[src/rtl/cip_syt_pkg.sv]
package cip_syt_pkg;

  // Strobes passed from the sync/control module to the header datapath.
  typedef struct packed {
    logic latchHdr;      // build and register a new header quadlet
    logic captureStamp;  // sample the cycle time into the stamp register
    logic stampMode;     // low field bits come from the stamp logic
    logic stampValid;    // an edge was seen since the previous packet
  } hdrStrobes_t;

  localparam logic [1:0] CIP_MARKER = 2'b10;

endpackage

[src/rtl/syt_sync_ctrl.sv]
module syt_sync_ctrl
  import cip_syt_pkg::*;
#(
  parameter int SYNC_STAGES = 2
) (
  input  logic        clk,
  input  logic        rstN,
  input  logic        frameSyncIn,
  input  logic        syncEnable,
  input  logic        pktStart,
  output hdrStrobes_t strobes
);

  localparam int LAST = SYNC_STAGES - 1;

  logic [SYNC_STAGES-1:0] syncChain;
  logic                   syncPrev;
  logic                   riseDet;
  logic                   edgeSeen;

  always_ff @(posedge clk) begin
    if (!rstN) syncChain[0] <= 1'b0;
    else       syncChain[0] <= frameSyncIn;
  end

  generate
    for (genvar i = 1; i < SYNC_STAGES; i++) begin : gSync
      always_ff @(posedge clk) begin
        if (!rstN) syncChain[i] <= 1'b0;
        else       syncChain[i] <= syncChain[i-1];
      end
    end
  endgenerate

  always_ff @(posedge clk) begin
    if (!rstN) syncPrev <= 1'b0;
    else       syncPrev <= syncChain[LAST];
  end

  assign riseDet = syncChain[LAST] & ~syncPrev;

  // A packet start closes the current window. An edge in the same
  // cycle opens the next window.
  always_ff @(posedge clk) begin
    if (!rstN)         edgeSeen <= 1'b0;
    else if (pktStart) edgeSeen <= riseDet;
    else if (riseDet)  edgeSeen <= 1'b1;
  end

  always_comb begin
    strobes.latchHdr     = pktStart;
    strobes.captureStamp = riseDet & (~edgeSeen | pktStart);
    strobes.stampMode    = syncEnable;
    strobes.stampValid   = edgeSeen;
  end

  // a detected edge always leaves the flag set
  assert_edge_sets_flag_R6: assert property (@(posedge clk) disable iff (!rstN)
    riseDet |=> edgeSeen);

  // a packet without a coincident edge clears the flag
  assert_pkt_clears_flag_R9: assert property (@(posedge clk) disable iff (!rstN)
    (pktStart && !riseDet) |=> !edgeSeen);

  // once set, the flag persists until a packet start
  assert_flag_holds_R8: assert property (@(posedge clk) disable iff (!rstN)
    (edgeSeen && !pktStart) |=> edgeSeen);

  // the edge detector fires only on a 0-to-1 step of the synced input
  assert_rise_single_R10: assert property (@(posedge clk) disable iff (!rstN)
    riseDet |=> !riseDet);

endmodule

[src/rtl/syt_hdr_datapath.sv]
module syt_hdr_datapath
  import cip_syt_pkg::*;
#(
  parameter int FMT_W     = 6,
  parameter int FIELD_W   = 24,
  parameter int CNT_LOW_W = 4,
  parameter int OFFS_W    = 12
) (
  input  logic                           clk,
  input  logic                           rstN,
  input  hdrStrobes_t                    strobes,
  input  logic [FMT_W-1:0]               fmtVal,
  input  logic [FIELD_W-1:0]             fieldVal,
  input  logic [CNT_LOW_W-1:0]           cycleCountLow,
  input  logic [OFFS_W-1:0]              cycleOffset,
  output logic [2+FMT_W+FIELD_W-1:0]     hdrQuad,
  output logic                           hdrValid
);

  localparam int STAMP_W = CNT_LOW_W + OFFS_W;
  localparam int KEEP_W  = FIELD_W - STAMP_W;
  localparam int QUAD_W  = 2 + FMT_W + FIELD_W;

  logic [STAMP_W-1:0] stampReg;
  logic [STAMP_W-1:0] lowField;
  logic [QUAD_W-1:0]  nextQuad;

  always_ff @(posedge clk) begin
    if (!rstN)                     stampReg <= '0;
    else if (strobes.captureStamp) stampReg <= {cycleCountLow, cycleOffset};
    else if (strobes.latchHdr)     stampReg <= '0;
  end

  always_comb begin
    if (!strobes.stampMode)       lowField = fieldVal[STAMP_W-1:0];
    else if (strobes.stampValid)  lowField = stampReg;
    else                          lowField = '1;
  end

  generate
    if (KEEP_W > 0) begin : gKeep
      assign nextQuad = {CIP_MARKER, fmtVal, fieldVal[FIELD_W-1:STAMP_W], lowField};
    end else begin : gNoKeep
      assign nextQuad = {CIP_MARKER, fmtVal, lowField};
    end
  endgenerate

  always_ff @(posedge clk) begin
    if (!rstN) begin
      hdrQuad  <= '0;
      hdrValid <= 1'b0;
    end else begin
      hdrValid <= strobes.latchHdr;
      if (strobes.latchHdr) hdrQuad <= nextQuad;
    end
  end

  // a latch is followed by a valid pulse
  assert_valid_after_latch_R2: assert property (@(posedge clk) disable iff (!rstN)
    strobes.latchHdr |=> hdrValid);

  // no latch, no pulse, quadlet held
  assert_hold_between_R2: assert property (@(posedge clk) disable iff (!rstN)
    !strobes.latchHdr |=> (!hdrValid && $stable(hdrQuad)));

  // fixed marker bits
  assert_marker_R3: assert property (@(posedge clk) disable iff (!rstN)
    strobes.latchHdr |=> (hdrQuad[QUAD_W-1 -: 2] == CIP_MARKER));

  // field passes unchanged when stamping is off
  assert_passthru_R4: assert property (@(posedge clk) disable iff (!rstN)
    (strobes.latchHdr && !strobes.stampMode) |=> (hdrQuad[FIELD_W-1:0] == $past(fieldVal)));

  // no edge gives the all-ones code
  assert_noinfo_R7: assert property (@(posedge clk) disable iff (!rstN)
    (strobes.latchHdr && strobes.stampMode && !strobes.stampValid)
      |=> (hdrQuad[STAMP_W-1:0] == {STAMP_W{1'b1}}));

endmodule

[src/rtl/cip_syt_stamper.sv]
module cip_syt_stamper
  import cip_syt_pkg::*;
#(
  parameter int FMT_W       = 6,
  parameter int FIELD_W     = 24,
  parameter int CNT_LOW_W   = 4,
  parameter int OFFS_W      = 12,
  parameter int SYNC_STAGES = 2,
  localparam int QUAD_W     = 2 + FMT_W + FIELD_W
) (
  input  logic                 clk,
  input  logic                 rstN,
  input  logic [FMT_W-1:0]     fmtVal,
  input  logic [FIELD_W-1:0]   fieldVal,
  input  logic                 syncEnable,
  input  logic                 frameSyncIn,
  input  logic [CNT_LOW_W-1:0] cycleCountLow,
  input  logic [OFFS_W-1:0]    cycleOffset,
  input  logic                 pktStart,
  output logic [QUAD_W-1:0]    hdrQuad,
  output logic                 hdrValid
);

  hdrStrobes_t strobes;

  syt_sync_ctrl #(.SYNC_STAGES(SYNC_STAGES)) uCtrl (
    .clk         (clk),
    .rstN        (rstN),
    .frameSyncIn (frameSyncIn),
    .syncEnable  (syncEnable),
    .pktStart    (pktStart),
    .strobes     (strobes)
  );

  syt_hdr_datapath #(
    .FMT_W     (FMT_W),
    .FIELD_W   (FIELD_W),
    .CNT_LOW_W (CNT_LOW_W),
    .OFFS_W    (OFFS_W)
  ) uData (
    .clk           (clk),
    .rstN          (rstN),
    .strobes       (strobes),
    .fmtVal        (fmtVal),
    .fieldVal      (fieldVal),
    .cycleCountLow (cycleCountLow),
    .cycleOffset   (cycleOffset),
    .hdrQuad       (hdrQuad),
    .hdrValid      (hdrValid)
  );

endmodule

[config.mk]
export PLATFORM = sky130hd
export DESIGN_NAME = cip_syt_stamper
export DESIGN_NICKNAME = d
export VERILOG_FILES = /design/src/rtl/cip_syt_pkg.sv /design/src/rtl/syt_sync_ctrl.sv /design/src/rtl/syt_hdr_datapath.sv /design/src/rtl/cip_syt_stamper.sv
export SDC_FILE = /design/constraint.sdc
export NUM_CORES = 1
export LEC_CHECK = 0
export ABC_AREA = 1
export BUFFER_PORTS_ARGS = -buffer_cell sky130_fd_sc_hd__buf_2
export CORE_MARGIN = 2
export CORE_UTILIZATION = 40
export DETAILED_ROUTE_END_ITERATION = 7
export PLACE_DENSITY = 0.68
export RECOVER_POWER = 100
export SLEW_MARGIN = 10
export SYNTH_ARGS = -nofsm -noshare
export SYNTH_HDL_FRONTEND = slang
export SYNTH_SLANG_ARGS = --single-unit
[constraint.sdc]
create_clock -name clk -period 1.8 [get_ports clk]
set_input_delay 0.27 -clock clk [delete_from_list [all_inputs] [get_ports clk]]
set_output_delay 0.27 -clock clk [all_outputs]
set_load 0.02 [all_outputs]
* Word-level counts from Yosys, hierarchy flattened
Index checks and enable logic that the tools add are counted.
Operators by class: mux-type cells 6, bitwise operators 5, reduce and logical (&&, ||, !) cells 2
Operators by type and width (count):
- $mux W16 | 4
- $reduce_bool A2 Y1 | 2
- $and A1 B1 Y1 | 2
- $mux W1 | 2
- $not A1 Y1 | 2
- $or A1 B1 Y1 | 1
Word-level totals: bits in registers 52

* Depth between registers and ports, before layout
depth in word-level cells 4, depth in mapped cells 7, mapped depth without buffers 5

* By module
A second synthesis with hierarchy kept.
Second synthesis, totals: cells, all modules 298, area, all modules 2177.1 um2
Modules (own cells, without submodules):
- syt_hdr_datapath | times used 1, cells an instance 278, area an instance 2019.4 um2, seq. area each 960.9 um2
- syt_sync_ctrl | times used 1, cells an instance 20, area an instance 157.7 um2, seq. area each 80.1 um2

* Worst setup path after synthesis
OpenSTA, ideal clock, no wires.
path kind flip-flop to flip-flop, from reg uCtrl.syncChain[1], to reg uData.stampReg[13], arrival 0.917 ns, data required time 1.682 ns, setup slack 0.765 ns, cell stages (with the launch flop) 7, path buffers 1, period minus slack after synthesis 1.035 ns, cells stage by stage dfxtp_1 > inv_1 > nor2_4 > nand2_8 > buf_12 > nand3_2 > a21oi_2
On the way: cells in the longest elaborated chain, start to end 3
RTL lines:
- start, declared | line syt_sync_ctrl.sv:16 | logic [SYNC_STAGES-1:0] syncChain;
- start signal, assigned by index | line syt_sync_ctrl.sv:30 | else syncChain[i] <= syncChain[i-1];
- $and A1 B1 Y1 * | line syt_sync_ctrl.sv:40 | assign riseDet = syncChain[LAST] & ~syncPrev;
- $and A1 B1 Y1 * | line syt_sync_ctrl.sv:52 | strobes.captureStamp = riseDet & (~edgeSeen | pktStart);
- $mux W16 or $reduce_bool A2 Y1 (tied branches)
- end signal, assigned | line syt_hdr_datapath.sv:30 | else if (strobes.captureStamp) stampReg <= {cycleCountLow, cycleOffset};
- end, declared | line syt_hdr_datapath.sv:24 | logic [STAMP_W-1:0] stampReg;
Every way passes the cells marked *; elsewhere a longest branch is shown, timed or not. A chain may end at the register's enable or synchronous reset.

* Worst setup path after layout
from reg uCtrl.syncChain[1], to reg uData.stampReg[15]
The elaborated chain is that of the path after synthesis.

==> flow_metrics.tcl <==
set metrics [dict create \
    outcome "complete, no violations" \
    critical_path_class "flip-flop to flip-flop" \
    cpPeakStageDelay_ps 360 \
    start_util_pct 41.9 \
    fmax_mhz 679 \
    area_delta_synth_final_pct 17.3 \
    rsz0062_at_grt "no" \
    cts_tree "yes" \
    ioPinCount 84 \
    layout_min_cycle_time_ps 1470 \
    diodes 0 \
    r2r_start "uCtrl.syncChain[1]$_SDFF_PN0_" \
    core_mm2 0.00517 \
    post-route-period-util_pct 81.8 \
    power_frac_comb_pct 14.2 \
    wl_per_cell_um 12.8 \
    num_rows 26 \
    postLayoutCoreUtil_pct 49.2 \
    yosysUniqueCellTypes 21 \
    drc 0 \
    grt_pass1_vias 1776 \
    antenna_found_initial 0 \
    gp_congestion 0.786 \
    clkPwrFrac_pct 30.1 \
    synth_warnings 0 \
    vias 1900 \
    power.internal_mw 1.63 \
    fp.dieArea_mm2 0.00603 \
    slew_violations 0 \
    synth_seq_cells 52 \
    viasPerCell 4.88 \
    crit_slowest_cell "nand2_2" \
    numCtsBuffers 5 \
    arrival_ps 1660 \
    layout-drive-gt1-share_pct 23.2 \
    clockBufferDepth 2 \
    min_from "frameSyncIn" \
    hpwl_mm 3.52 \
    portBuffers 82 \
    fin_tns_setup_ps 0 \
    cp_max_fo 18 \
    drtIter0Drc 77 \
    powerDensity_mw_per_mm2 881 \
    power_mw 2.24 \
    tightestPinTransition_ps 760 \
    grt_overflow_total 0 \
    synth_fp_nets 298 \
    cp_top_family "simple AND/OR/NAND/NOR gates" \
    htree_num_levels 2 \
    hold_viol_final 0 \
    crit_chain "inv_1, nor2_4, nand2_2, nand3_1, a21oi_1" \
    drv_cap 0 \
    p_switching_uw 611 \
    seqPwrFrac_pct 55.7 \
    postCtsHoldBufs 0 \
    critPathLaunch "uCtrl.syncChain[1]$_SDFF_PN0_" \
    cts.sinks 52 \
    clock_latency_ps 300 \
    grt_first_pass_wirelength_mm 8.19 \
    die_x_um 77.6 \
    root_buffer "clkbuf_8" \
    dieHeight_um 77.6 \
    nets 369 \
    path_buf_inv 1 \
    setup_viol 0 \
    endpoint_kind "flip-flop" \
    ys_seq_area_share_pct 48.0 \
    p_sw_share_pct 27.3 \
    synthCells 247 \
    ir_drop_uv 396 \
    grt_max_degree 48 \
    grt_usage_pct 16.9 \
    cts_setup_buffers 0 \
    cts_resized 0 \
    cellLeakagePower_nw 1.00 \
    antenna_left 0 \
    skew_ps 4.81 \
    cp_data_required_time_ps 1990 \
    avgSynthCellArea_um2 8.78 \
    nFillCells 528 \
    netlist_area_mm2 0.00217 \
    routed_wl_mm 4.98 \
    cp-start-kind "flip-flop" \
    hold_path_class "input port to flip-flop" \
    clkTransAtPathRegs_ps 90 \
    relSlewSlack_pct 49.3 \
    first_pass_iters 4 \
]
## through the flow
step                hold WS, ps  area [µm²]  setup slack (ps)  cells
CTS                         161        2640               498    389
global route                172        2540               204    389
floorplan                   368        2170               765    247
global placement            405        2550               549    381
finish                      165        2540               327    389
detailed placement          407        2550               481    381
## area by class of cell
type	instances	area, µm²	share of cell area [%]
inverters	8	35.0	1.38
clock inverters	2	10.0	0.394
flip-flops and latches	52	1040	40.9
multi-input cells	165	895	35.2
well taps	70	87.6	3.44
clock buffers	6	82.6	3.25
repair buffers	86	393	15.4
## cell usage after synthesis
| cell type | number | area share (%) |
|---|---|---|
| clkbuf_2 | 1 | 0.23 |
| nand3_1 | 22 | 5.1 |
| buf_6 | 3 | 1.6 |
| a21oi_1 | 23 | 5.3 |
| o21ai_0 | 46 | 11 |
| buf_4 | 4 | 1.4 |
| a21oi_2 | 10 | 4.0 |
| nand2_8 | 2 | 1.8 |
| nand3_2 | 10 | 4.6 |
| clkinv_1 | 1 | 0.17 |
| buf_2 | 7 | 1.6 |
| buf_12 | 1 | 0.92 |
| clkbuf_1 | 6 | 1.0 |
| dfxtp_1 | 52 | 48 |
| nor2_4 | 1 | 0.52 |
| nand2_1 | 6 | 1.0 |
| conb_1 | 1 | 0.17 |
| nand3b_1 | 16 | 5.5 |
| inv_6 | 1 | 0.40 |
| inv_1 | 6 | 1.0 |
| nor2_1 | 28 | 4.8 |
## power groups by stage
stage | Clock (mW) | Combinational (mW) | Sequential [mW]
2_1_floorplan | 0 | 0.160 | 1.33
3_3_place_gp | 0 | 0.337 | 1.27
3_5_place_dp | 0 | 0.343 | 1.27
4_1_cts | 0.694 | 0.345 | 1.25
5_1_grt | 0.735 | 0.357 | 1.26
6_report | 0.674 | 0.319 | 1.25
## flip-flops by register name (all words and copies together), names as in the netlist
signal and count:
uData.hdrValid 1, uCtrl.syncPrev 1, uData.stampReg 16, uCtrl.edgeSeen 1, uCtrl.syncChain 2, uData.hdrQuad 31
## per-layer routing
layer	track usage (%)	part of all wire, %
met1	21.6	48
met2	27.9	47
met3	3.49	4.0
met4	6.43	1.6
met5	0	0
## logic make-up (layout without fill, tap and decap cells)
kind of cell | Yosys count | in the layout | synth area share (%)
compound gates | 79 | 79 | 20.0
buf+inv | 30 | 102 | 8.37
flops | 52 | 52 | 48.0
other cells | 1 | 1 | 0.173
simple gates | 85 | 85 | 23.5
## placed cells by master, fill, tap and decap left out
| cell | count |
|---|---|
| clkinv_2 | 2 |
| o21ai_0 | 46 |
| clkinv_1 | 1 |
| nand3_2 | 10 |
| a21oi_1 | 33 |
| dfxtp_1 | 52 |
| buf_2 | 49 |
| clkbuf_1 | 34 |
| buf_4 | 2 |
| clkbuf_2 | 1 |
| inv_6 | 1 |
| nand3b_1 | 16 |
| clkbuf_8 | 6 |
| nand3_1 | 22 |
| nor2_4 | 1 |
| nor2_1 | 28 |
| nand2_8 | 1 |
| conb_1 | 1 |
| nand2_2 | 1 |
| inv_1 | 6 |
| nand2_1 | 6 |
## worst register-to-register path, stage by stage (launching register included)
cell	delay, ps
dfxtp_1	340
inv_1	60
nor2_4	340
nand2_2	360
nand3_1	180
a21oi_1	80
## worst paths after layout
check	depth (start not counted)	slack [ps]	endpoint
setup / recovery	5	330	uData.stampReg[15]$_SDFFE_PN0P_
hold reg to reg	2	420	uCtrl.syncChain[1]$_SDFF_PN0_
setup reg to reg	5	330	uData.stampReg[15]$_SDFFE_PN0P_
hold / removal	3	160	uCtrl.syncChain[0]$_SDFF_PN0_
(Power assumes the default switching activity.)
